$ cat config.mk
export PLATFORM = sky130hd
export DESIGN_NAME = gci_slot_serializer
export DESIGN_NICKNAME = d
export VERILOG_FILES = /design/src/rtl/gci_pkg.sv /design/src/rtl/gci_slot_ctrl.sv /design/src/rtl/gci_slot_dp.sv /design/src/rtl/gci_slot_serializer.sv
export SDC_FILE = /design/constraint.sdc
export NUM_CORES = 1
export LEC_CHECK = 0
export BUFFER_PORTS_ARGS = -buffer_cell sky130_fd_sc_hd__buf_2
export CAP_MARGIN = 5
export CORE_UTILIZATION = 51
export DETAILED_ROUTE_END_ITERATION = 8
export PLACE_DENSITY = 0.76
export SLEW_MARGIN = 10
export SYNTH_ARGS = -nofsm -noshare
export SYNTH_HDL_FRONTEND = slang
export SYNTH_SLANG_ARGS = --single-unit
export TNS_END_PERCENT = 5
$ cat constraint.sdc
create_clock -name clk -period 2 [get_ports clk]
set_input_delay 0.4 -clock clk [delete_from_list [all_inputs] [get_ports clk]]
set_output_delay 0.4 -clock clk [all_outputs]
set_load 0.005 [all_outputs]
$ cat src/rtl/gci_pkg.sv
package gci_pkg;

  // Per-edge commands issued by the sequencer to the shift datapath.
  typedef struct packed {
    logic load;      // frame start: capture tx bytes and swap, drive first bit
    logic shiftTx;   // start of a new bit period inside the voice slots
    logic oeOff;     // last voice cycle ends at this edge
    logic sampleRx;  // current cycle is the second half of a voice bit
    logic latchB1;   // B1 receive byte complete at this edge
    logic latchB2;   // B2 receive byte complete at this edge
  } gciStrobe_t;

endpackage

$ cat src/rtl/gci_slot_ctrl.sv
module gci_slot_ctrl
  import gci_pkg::*;
#(
  parameter int BIT_W     = 8,
  parameter int FRAME_MAX = 512
) (
  input  logic       clk,
  input  logic       rstN,
  input  logic       fs,
  output gciStrobe_t strb,
  output logic       txReady
);

  localparam int POS_W      = $clog2(FRAME_MAX + 1);
  localparam int HALF_CYC   = 2 * BIT_W;
  localparam int ACTIVE_CYC = 2 * HALF_CYC;
  localparam logic [POS_W-1:0] POS_MAX   = POS_W'(FRAME_MAX);
  localparam logic [POS_W-1:0] B1_END    = POS_W'(HALF_CYC - 1);
  localparam logic [POS_W-1:0] B2_END    = POS_W'(ACTIVE_CYC - 1);
  localparam logic [POS_W-1:0] SHIFT_LIM = POS_W'(ACTIVE_CYC - 2);
  localparam logic [POS_W-1:0] ACT_LIM   = POS_W'(ACTIVE_CYC);

  logic             fsPrev;
  logic             active;
  logic [POS_W-1:0] pos;
  logic             fsRise;
  logic             inFrame;

  assign fsRise  = fs && !fsPrev;
  assign inFrame = active && !fsRise;

  always_ff @(posedge clk or negedge rstN) begin
    if (!rstN) begin
      fsPrev  <= 1'b0;
      active  <= 1'b0;
      pos     <= '0;
      txReady <= 1'b0;
    end else begin
      fsPrev  <= fs;
      txReady <= fsRise;
      if (fsRise) begin
        active <= 1'b1;
        pos    <= '0;
      end else if (active && pos != POS_MAX) begin
        pos <= pos + 1'b1;
      end
    end
  end

  always_comb begin
    strb          = '0;
    strb.load     = fsRise;
    strb.shiftTx  = inFrame && pos[0] && (pos < SHIFT_LIM);
    strb.oeOff    = inFrame && (pos == B2_END);
    strb.sampleRx = active && pos[0] && (pos < ACT_LIM);
    strb.latchB1  = inFrame && (pos == B1_END);
    strb.latchB2  = inFrame && (pos == B2_END);
  end

  // inside a frame the cycle count advances by one each edge
  a_r10_count_advance: assert property (@(posedge clk) disable iff (!rstN)
    (active && !fsRise && pos != POS_MAX) |=> (pos == $past(pos) + 1'b1));

  // the ready strobe never lasts two cycles
  a_r3_ready_single: assert property (@(posedge clk) disable iff (!rstN)
    txReady |=> !txReady);

  // a held-high frame sync does not restart the count
  a_r2_no_retrigger: assert property (@(posedge clk) disable iff (!rstN)
    (fs && $past(fs) && active && pos != POS_MAX) |=> (pos != '0));

endmodule

$ cat src/rtl/gci_slot_dp.sv
module gci_slot_dp
  import gci_pkg::*;
#(
  parameter int BIT_W = 8
) (
  input  logic             clk,
  input  logic             rstN,
  input  gciStrobe_t       strb,
  input  logic             swapSlots,
  input  logic [BIT_W-1:0] txData0,
  input  logic [BIT_W-1:0] txData1,
  input  logic             dr,
  output logic             dx,
  output logic             dxOe,
  output logic [BIT_W-1:0] rxData0,
  output logic [BIT_W-1:0] rxData1,
  output logic             rxValid0,
  output logic             rxValid1
);

  localparam int WORD_W = 2 * BIT_W;
  localparam int CH_N   = 2;

  logic              swapLat;
  logic [WORD_W-1:0] txWord;
  logic [WORD_W-1:0] txSh;
  logic [BIT_W-1:0]  rxSh;

  // B1 byte in the upper half, B2 in the lower half
  assign txWord = swapSlots ? {txData1, txData0} : {txData0, txData1};

  always_ff @(posedge clk or negedge rstN) begin
    if (!rstN) begin
      swapLat <= 1'b0;
      txSh    <= '0;
      dx      <= 1'b0;
      dxOe    <= 1'b0;
    end else if (strb.load) begin
      swapLat <= swapSlots;
      dx      <= txWord[WORD_W-1];
      txSh    <= {txWord[WORD_W-2:0], 1'b0};
      dxOe    <= 1'b1;
    end else begin
      if (strb.shiftTx) begin
        dx   <= txSh[WORD_W-1];
        txSh <= {txSh[WORD_W-2:0], 1'b0};
      end
      if (strb.oeOff) begin
        dxOe <= 1'b0;
      end
    end
  end

  // Receive sampler on the falling edge inside the second half of a bit
  always_ff @(negedge clk or negedge rstN) begin
    if (!rstN) begin
      rxSh <= '0;
    end else if (strb.sampleRx) begin
      rxSh <= {rxSh[BIT_W-2:0], dr};
    end
  end

  for (genvar c = 0; c < CH_N; c++) begin : g_ch
    logic             usesB1;
    logic             hit;
    logic [BIT_W-1:0] rxByte;
    logic             rxVld;

    assign usesB1 = (c == 0) ? !swapLat : swapLat;
    assign hit    = usesB1 ? strb.latchB1 : strb.latchB2;

    always_ff @(posedge clk or negedge rstN) begin
      if (!rstN) begin
        rxByte <= '0;
        rxVld  <= 1'b0;
      end else begin
        rxVld <= hit;
        if (hit) begin
          rxByte <= rxSh;
        end
      end
    end
  end

  assign rxData0  = g_ch[0].rxByte;
  assign rxData1  = g_ch[1].rxByte;
  assign rxValid0 = g_ch[0].rxVld;
  assign rxValid1 = g_ch[1].rxVld;

  // dx holds between bit-period boundaries
  a_r4_dx_holds: assert property (@(posedge clk) disable iff (!rstN)
    (!strb.load && !strb.shiftTx) |=> $stable(dx));

  // the two channels never report in the same cycle
  a_r8_valid_exclusive: assert property (@(posedge clk) disable iff (!rstN)
    $onehot0({rxValid0, rxValid1}));

  // a receive strobe only follows a cycle inside the voice window
  a_r9_valid_in_window: assert property (@(posedge clk) disable iff (!rstN)
    (rxValid0 || rxValid1) |-> $past(dxOe));

  // the slot mapping only changes at a frame start
  a_r6_swap_held: assert property (@(posedge clk) disable iff (!rstN)
    !strb.load |=> $stable(swapLat));

endmodule

$ cat src/rtl/gci_slot_serializer.sv
module gci_slot_serializer
  import gci_pkg::*;
#(
  parameter int BIT_W     = 8,
  parameter int FRAME_MAX = 512
) (
  input  logic             clk,
  input  logic             rstN,
  input  logic             fs,
  input  logic             swapSlots,
  input  logic [BIT_W-1:0] txData0,
  input  logic [BIT_W-1:0] txData1,
  output logic             txReady,
  output logic             dx,
  output logic             dxOe,
  input  logic             dr,
  output logic [BIT_W-1:0] rxData0,
  output logic [BIT_W-1:0] rxData1,
  output logic             rxValid0,
  output logic             rxValid1
);

  gciStrobe_t strb;

  gci_slot_ctrl #(.BIT_W(BIT_W), .FRAME_MAX(FRAME_MAX)) i_ctrl (
    .clk     (clk),
    .rstN    (rstN),
    .fs      (fs),
    .strb    (strb),
    .txReady (txReady)
  );

  gci_slot_dp #(.BIT_W(BIT_W)) i_dp (
    .clk       (clk),
    .rstN      (rstN),
    .strb      (strb),
    .swapSlots (swapSlots),
    .txData0   (txData0),
    .txData1   (txData1),
    .dr        (dr),
    .dx        (dx),
    .dxOe      (dxOe),
    .rxData0   (rxData0),
    .rxData1   (rxData1),
    .rxValid0  (rxValid0),
    .rxValid1  (rxValid1)
  );

  // the ready strobe falls in the first voice cycle
  a_r3_ready_in_window: assert property (@(posedge clk) disable iff (!rstN)
    txReady |-> dxOe);

  // the drive window opens only right after a frame start
  a_r5_oe_opens_on_start: assert property (@(posedge clk) disable iff (!rstN)
    $rose(dxOe) |-> txReady);

endmodule

=== After elaboration in Yosys (flattened, before gate mapping) ===
Index checks and enable logic that the tools add are counted.

* Bits in registers: 58
* Bits in latches: 0
* Bits in writable memories: 0
* Bits in read-only memories: 0
* Input port bits: 21
* Output and inout bits: 21
* Memories: 0

* $add $sub $neg: 1
* $mul: 0
* Div/mod/pow operators: 0
* Magnitude comparators: 2
* Eq/ne operators: 3
* Shift operators: 0
* Mux-type cells: 11
* Bitwise gates (word level): 0
* Reduce and logical (&&, ||, !) cells: 14

{| class="wikitable"
|+ Operator list
! kind !! count
|-
| two-way mux 16 bit || 3
|-
| two-way mux 10 bit || 2
|-
| adder 10 x 1 -> 10 bit, second input constant || 1
|-
| == test 10 x 4 -> 1 bit, second input constant || 1
|-
| == test 10 x 5 -> 1 bit, second input constant || 1
|-
| less-than comparator 10 x 5 -> 1 bit, second input constant || 1
|-
| less-than comparator 10 x 6 -> 1 bit, second input constant || 1
|-
| != test 10 bit, second input constant || 1
|-
| logical AND 1 bit || 9
|-
| two-way mux 1 bit || 6
|-
| nonzero test 2 bit || 3
|-
| logical NOT 1 bit || 2
|}

=== Depth between registers and ports, before layout ===
Gate-level depths: netlist of run 1.

* Depth in word-level cells: 8
* Mapped depth: 6

=== Cells and area by module ===
A second synthesis of run 1 with hierarchy kept.

* Cells, all modules: 200
* Area total of the unflattened synthesis: 2678.8 µm²

{| class="wikitable"
|+ Modules (own cells, without submodules)
! module !! times used !! cells an instance !! area each (µm²)
|-
| gci_slot_dp || 1 || 130 || 1961.9
|-
| gci_slot_ctrl || 1 || 70 || 716.9
|}

==> results of run 1 <==
==> placed cells by master (no fill, tap or decap), drive strengths merged, types with 3 or more instances in the layout <==
cell,instances
buf,61
and3,3
clkbuf,10
inv,7
dfrtp,49
clkinv,3
nor3,4
mux2,38
nor2,14
xor2,3
dfrtn,8
mux2i,17
nand2,23
nand4,4
xnor2,5
o21ai,15
nand3,6
==> how the worst max path moves through the flow <==
stage | startpoint | to | slack, ns | cells after the start
final | i_ctrl.pos[7]$_DFFE_PN0P_ | i_dp.rxSh[7]$_DFFE_NN0P_ | -0.76 | 3
after global routing | i_ctrl.pos[7]$_DFFE_PN0P_ | i_dp.rxSh[7]$_DFFE_NN0P_ | -0.81 | 3
after CTS | i_ctrl.pos[8]$_DFFE_PN0P_ | i_dp.rxSh[7]$_DFFE_NN0P_ | -0.76 | 3
after detailed placement | i_ctrl.pos[7]$_DFFE_PN0P_ | i_dp.rxSh[0]$_DFFE_NN0P_ | -0.78 | 4
after global placement | i_ctrl.pos[7]$_DFFE_PN0P_ | i_dp.rxSh[4]$_DFFE_NN0P_ | -0.74 | 4
after floorplan | i_ctrl.pos[5]$_DFFE_PN0P_ | i_dp.rxSh[7]$_DFFE_NN0P_ | -0.82 | 4
==> per-layer routing <==
metal | vias to the layer above | routed length [µm] | track usage, %
met5 | - | 0 | 0
met2 | 47 | 2360 | 31.2
li1 | 910 | - | -
met1 | 939 | 2560 | 30.4
met3 | 9 | 242 | 6.29
met4 | 0 | 93 | 9.43
==> metrics by stage <==
step,TNS [ns],util [%]
after floorplan,-9.12,-
after global placement,-9.18,60.8
final,-8.86,66.4
after detailed placement,-9.64,60.8
after global routing,-10.24,66.4
after CTS,-8.97,66.1
==> registers in the layout, summed over array words and instances, names as in the netlist <==
| register | flops |
|---|---|
| i_dp.txSh | 15 |
| i_dp.dxOe | 1 |
| i_dp.g_ch.usesB1 | 1 |
| i_dp.rxSh | 8 |
| i_ctrl.txReady | 1 |
| i_ctrl.active | 1 |
| i_dp.rxValid1 | 1 |
| i_dp.rxData1 | 8 |
| i_ctrl.fsPrev | 1 |
| i_dp.rxData0 | 8 |
| i_dp.dx | 1 |
| i_dp.rxValid0 | 1 |
| i_ctrl.pos | 10 |
==> worst max-delay path, cell delays in order (launching register included) <==
cell     delay, ns
dfrtp_1       0.38
or4_4         0.56
or3_4         0.39
mux2_2        0.27
==> power by group through the flow <==
stage                     clock [mW]  combinational (mW)  sequential (mW)
after CTS                       1.17               0.790             1.66
after global routing            1.21               0.875             1.71
after floorplan                    0               0.516             1.62
final                           1.14               0.787             1.67
after global placement             0               0.702             1.66
after detailed placement           0               0.721             1.67
==> cell families (layout without fill, tap and decap cells) <==
logic type,Yosys count,in the layout,synth area share (%)
and+or+nand+nor,61,61,11.0
DFF,57,57,53.0
muxes,55,55,23.5
AOI/OAI and AO/OA,24,24,5.49
buffers and inverters,18,85,3.40
xor gates and xnor gates,8,8,2.61
adders and majority gates,2,2,0.931
==> layout make-up <==
type,instances,share of cell area [%]
flip-flops and latches,57,42.1
multi-input cells,150,36.3
repair buffers,62,12.1
clock buffers,10,3.76
well taps,70,2.58
clock inverters,6,2.44
inverters,7,0.775
==> repair_timing <==
action,4_1_cts,5_1_grt
gates resized for setup,12,2
pin swaps,3,2
hold endpoints to repair,2,0
hold buffers,1,0
setup buffers,1,0
endpoints found under the setup margin,23,31
==> results.md, run 1 <==
STA:
- Setup repair after global routing could not meet its margin everywhere.
- The worst slew margin relative to its limit is around three fifths.
- The tightest hold path in the finished design has a slack of 0.198 ns.
- In the post-route analysis, the smallest setup slack over all paths is -0.757 ns.
- Clock skew on the completed layout was measured at approximately 0.015 ns.
- The number of pins with negative max-slew slack in the final report is 0.
- The total count of hold-check failures in the final report is 0.
- The final count of negative-setup-slack endpoints is 23.
- For the pin with the worst max-slew slack, the measured transition is 0.609 ns.

Power and ir drop:
- The analysis attributes to net switching a power of 0.967 mW.
- The total power of the final layout is 3.60 mW.
- The clock network burns a little under a third of the power.
- The combinational share of power is 21.9%.
- The share of total power in sequential cells is 46.3%.
- The switching fraction of total power is ~27%.
- The standby leakage power is approximately 1.8 nW.
- The power density over cell area is ~1100 nW/µm².
- The internal portion of the total power is roughly 2.6 mW.
- The worst supply voltage drop on vdd is approximately 0.00064 V.

Setup path:
- Along the worst path, the maximum fanout reaches 3.
- Data on the critical path is required at its endpoint by approximately 1.2 ns.
- The startpoint of the worst-slack reg-to-reg timing path is i_ctrl.pos[7]$_DFFE_PN0P_.
- The logic depth of the worst register-to-register path is 3.
- The endpoint identified for the worst register-to-register timing path is i_dp.rxSh[7]$_DFFE_NN0P_.
- The worst setup path is launched from a flip-flop.
- The kind of end point of the critical path is a flip-flop.
- Setup slack on the worst reg-to-reg path comes out at -0.76 ns.
- Data arrives at the worst endpoint at approximately 1.9 ns.
- The type of the worst setup path is flip-flop to flip-flop.

Synthesis:
- The net count after synthesis is 248.
- The synthesized netlist occupies a cell area of 2690 µm².
- The sequential-to-total area share from yosys stat is 53.0%.
- Of all cell types, the one taking the most synthesized area is dfrtp_1.
- The post-synthesis area per instance is between 10 and 15 µm².
- The count of state elements after synthesis is 57.
- In the post-synthesis netlist, the cell with the most instances is dfrtp_1.
- In this run, synthesis inferred 0 flip-flops with an integrated enable.
- Among all flip-flop cells after synthesis, the most frequent one is dfrtp_1.
- For this run, asynchronously set or reset flops after synthesis account for 100%.
- By area the synthesized netlist is led by dfrtp_1 46%, mux2_2 12%, dfrtn_1 7.4%.
- The post-synthesis cell type count is 35.
- The share of synthesized area in the top cell type comes to between 40% and 50%.
- By count the netlist is led by 49 x dfrtp_1, 29 x mux2_2, 23 x nand2_1, 17 x mux2i_1.
- The cell count after synthesis came out at 225.
- The synthesis warning total is 0.

Worst hold path:
- The cell depth of the worst hold path is 1.
- For hold timing, the worst endpoint is i_ctrl.fsPrev$_DFF_PN0_.
- The tightest min-delay check is of the input port to flip-flop type.
- The worst hold path begins at fs.

Place:
- The number of buffer cells added on primary ports is between 40 and 50.
- The total instance count after detailed placement is 344.
- The final estimated routing congestion in global placement is between 0.8 and 0.9.
- The total placed instance area is slightly above 3000 µm².
- The setup slack at placement is -0.777 ns.
- Detailed placement finished with a half-perimeter wire length of between 3000 and 4000 µm.

Routing:
- The number of optimization iterations in the first detailed-route pass is 4.
- The via count normalized by instance count is 5.26.
- For this run, design rule violations remaining after detail routing come to 0.
- The detailed router finished its first iteration with a little over 80 violations.
- Summed over all layers, the routed wires come to about 5300 µm.
- The remaining antenna violation count is 0.
- Across all layers, the routed design uses 1905 vias.
- The mean routed wirelength per cell is 14.5 µm.

Flow run:
- Across the run, the number of max-cap violations was 0.

Clock tree:
- The number of buffers inserted during clock tree synthesis is 9.
- The clock passes through at most 2 buffers.
- The clock-pin slew on the worst setup and hold paths is roughly 0.060 ns.
- For the worst-skew pair, the clock arrives at the later sink with an insertion delay of 0.34 ns.
- The number of levels the H-tree was split into is 3.
- The TritonCTS clock tree is built.
- The cell at the root of the clock tree is clkbuf_8.
- The TritonCTS sink count is 57.

Floorplanning:
- The total I/O pin count is 42.
- The die covers about 5600 µm².
- The number of rows in the core area is 26.
- For this configuration, the core starts out at a cell density of a little over half.
- In this run the vertical extent of the chip is approximately 75 µm.
- The area of the core is between 5000 and 6000 µm².
- The horizontal die dimension is between 70 and 80 µm.

Global routing:
- The total congestion overflow is 0.
- The wire length of the first global-routing pass is a little under 9000 µm.
- The initial antenna violation count is 0.
- Global routing used 21.6% of the available tracks across all layers.
- The via count of the first global-routing pass is 1830.
- Entering global routing, the biggest net connects 25 pins.

Layout:
- The final-layout fill cell count is about 400.
- The net total in the final layout is 310.
- Summing all flip-flop and latch instances after layout gives 1430 µm².
- In the final layout, the multi-input gates occupy between 1000 and 1500 µm².
- With fillers left out, the area of the finished cells amounts to approximately 3400 µm².
- The final standard cell count with taps included and fillers excluded is approximately 360.
- The area added between synthesis and finish is 26.1%.
- The post-route netlist has between 40 and 50% of its cells at a drive strength greater than 1.
- The number of antenna diodes is 0.

Run status:
- The run finished, with violations left.
- The final reports fail on negative setup slack.
No activity file was read; power rests on OpenSTA's default activity.
==> inputs of run 2 (changes only) <==
- PLACE_DENSITY: 0.76 -> not set
- PLACE_DENSITY_LB_ADDON: not set -> 0.2
- SKIP_LAST_GASP: not set -> 1
==> run 2 against run 1 <==
  * The flow still finishes with violations (negative setup slack)
  * Clock skew fell by 0.0022 ns
  * Critical path depth is the same
  * Via count shrank 2.4%
  * Wire length fell by 7.6%
  * Clock-buffer cell count grew 3
  * Sequential power about the same
  * Core utilization fell by 1.2 points
  * Critical path type unchanged
  * Highest routed layer unchanged
==> results.md, run 2 (synthesized netlist as in run 1, its figures left out) <==
Place:
- The congestion estimate from routability-driven global placement came to about 0.77.
- In this run the tool buffered the top-level ports with between 40 and 50 buffer cells.
- The detailed placement HPWL is 3390 µm.

Layout:
- The area added between synthesis and finish is 23.9%.
- The largest registers in the layout are i_dp.txSh x15, i_ctrl.pos x10.
- The number of antenna diodes is 0.
- The register with the most flip-flops in the layout has 15 of them.
- The top cell types in the final layout, fill and taps aside, are 49 x dfrtp_1, 41 x buf_2, 29 x mux2_2, 23 x nand2_1.
- The share of cells above drive strength 1 is 40.6%.
- The net total in the final layout is between 300 and 400.
- i_dp.txSh holds more flip-flops than any other register.
- The commonest non-fill, non-tap cell in the layout is dfrtp_1.

Floorplanning:
- The floorplan step set the die height to around 75 µm.
- The die covers roughly 5600 µm².
- The total I/O pin count is 42.
- The die is about 75 µm wide.
- The area of the core is 5110 µm².
- The initial cell density of the core is roughly 53%.
- The number of rows in the core area is 26.

Setup path:
- STA puts the critical path data arrival time at 1.89 ns.
- The type of the worst setup path is flip-flop to flip-flop.
- The reg2reg setup slack is -0.73 ns.
- Following the worst setup path forward leads to its endpoint at i_dp.rxSh[7]$_DFFE_NN0P_.
- The worst setup path is launched from a flip-flop.
- The count of cell instances traversed by the critical path is 3.
- The kind of cell with the highest combined delay along the critical path is simple AND/OR/NAND/NOR gates.
- The number of buffers and inverters on the critical path is 0.
- STA classifies the critical path endpoint as a flip-flop.
- The worst register-to-register path begins at i_ctrl.pos[7]$_DFFE_PN0P_.
- The cell with the biggest individual delay on the critical path is or4_4.
- In this run the worst setup path begins at i_ctrl.pos[7]$_DFFE_PN0P_.
- For the worst setup path, the data required time is 1.16 ns.
- Walking the worst path, the cells encountered are or4_4, or3_4, mux2_2.
- The delay of the slowest critical-path stage is between 0.5 and 0.6 ns.
- Of all nets on the critical path, the largest fanout is 3.
- The worst register-to-register path ends at i_dp.rxSh[7]$_DFFE_NN0P_.
- The logic depth of the worst register-to-register path is 3.

Power and ir drop:
- The power density over cell area is 1030 nW/µm².
- The total power of the final layout is 3.43 mW.
- The switching power of the nets is between 0.9 and 1 mW.
- Of the total power, the share spent switching nets is a little over a quarter.
- The share of power burned in the clock network is a little under a third.
- Of the total power, registers draw roughly 48%.
- The combinational share of power is a little over a fifth.
- The cell-internal power is around 2.5 mW.
- In this run the static leakage power is 1.72 nW.
- The worst-case IR drop observed on VDD is 0.000465 V.

Flow run:
- The reported max-cap violation count is 0.

STA:
- The worst slew margin relative to its limit is between 50 and 60%.
- The final count of negative-setup-slack endpoints is 31.
- The minimum hold slack is around 0.21 ns.
- Setup repair after global routing could not meet its margin everywhere.
- On the final layout, the worst clock skew is roughly 0.012 ns.
- The pin slew with the least headroom to its limit is roughly 0.64 ns.
- Across all setup checks in the final design, the least slack found is -0.727 ns.
- The total count of hold-check failures in the final report is 0.
- The number of pins with negative max-slew slack in the final report is 0.

Routing:
- Using the TritonRoute via totals, the vias-per-cell ratio works out to 5.12.
- The violation count after the first detailed-route iteration is approximately 100.
- The detailed router placed 1860 vias in this run.
- The number of optimization iterations in the first detailed-route pass is 5.
- For this run, design rule violations remaining after detail routing come to 0.
- In the final routed layout, each cell accounts on average for ~13 µm.
- The count of nets left with antenna violations once routing finished came out at 0.
- For this block, the routed nets add up to around 4900 µm of wire.

Run status:
- The run finished, with violations left.
- The final reports fail on negative setup slack.

Global routing:
- The initial antenna violation count is 0.
- The wire length of the first global-routing pass is between 8000 and 9000 µm.
- The all-layer global routing usage is between 20% and 30%.
- The pin count of the biggest net entering global routing is 36.
- The total congestion overflow is 0.
- The via count of the first global-routing pass came to roughly 1800.

Clock tree:
- After clock tree synthesis, the clock-pin slew on the worst setup and hold paths is around 0.060 ns.
- The number of buffers inserted during clock tree synthesis is 9.
- The TritonCTS clock tree is built.
- The cell at the root of the clock tree is clkbuf_8.
- The TritonCTS sink count is 57.
- The maximum number of buffers from clock root to sink is 2.
- The number of levels the H-tree was split into is 3.
- For the worst-skew pair, the clock arrives at the later sink with an insertion delay of between 0.3 and 0.4 ns.

Worst hold path:
- The tightest min-delay check is of the input port to flip-flop type.
-- run 2: cell count changes in the layout (fill, tap and decap cells not counted), sizes merged --
cell	delta
clkbuf	+3
buf	+1
bufinv	-1
clkinv	-1
clkinvlp	-1
-- run 2: timing repair --
item,CTS,global route
setup endpoints to repair,23,38
endpoints found under the hold margin,5,0
setup buffers,1,1
hold buffers,1,0
pin swaps,3,1
gates resized for setup,1,0
-- run 2: per-layer routing --
metal / GRT usage [%] / share of wire [%]
met5: 0 / 0
met1: 26.5 / 47
met2: 31.2 / 49
met4: 11.3 / 1.7
met3: 4.02 / 2.6
-- run 2: worst min-delay path by stage --
stage,start,end,cells after the start
after floorplan,rstN,i_ctrl.active$_DFFE_PN0P_,0
after global placement,rstN,i_dp.rxData0[2]$_DFFE_PN0P_,1
after detailed placement,rstN,i_dp.rxValid0$_DFF_PN0_,1
after CTS,fs,i_ctrl.fsPrev$_DFF_PN0_,1
after global routing,fs,i_ctrl.fsPrev$_DFF_PN0_,1
final,fs,i_ctrl.fsPrev$_DFF_PN0_,1
-- run 2: power groups by stage --
stage          clock network (mW)  registers (mW)  logic [mW]
6_report                     1.06            1.64       0.728
5_1_grt                      1.16            1.69       0.821
4_1_cts                      1.10            1.64       0.739
3_5_place_dp                    0            1.66       0.732
3_3_place_gp                    0            1.65       0.713
2_1_floorplan                   0            1.62       0.516
-- run 2: metrics by stage --
step	worst slack, ns	instances	TNS (ns)	util [%]	instance area [µm²]
2_1_floorplan	-0.820	225	-9.12	-	2700
3_3_place_gp	-0.748	344	-9.19	60.8	3100
3_5_place_dp	-0.767	344	-9.44	60.8	3100
4_1_cts	-0.735	362	-8.89	65.1	3320
5_1_grt	-0.770	363	-12.18	65.2	3330
6_report	-0.727	363	-9.22	65.2	3330
-- run 2: layout make-up --
class | count | area, µm²
inverters | 7 | 26.3
clock buffers | 13 | 159
fillers | 412 | 1780
clock inverters | 3 | 40.0
flip-flops and latches | 57 | 1430
multi-input cells | 150 | 1180
repair buffers | 63 | 414
well taps | 70 | 87.6
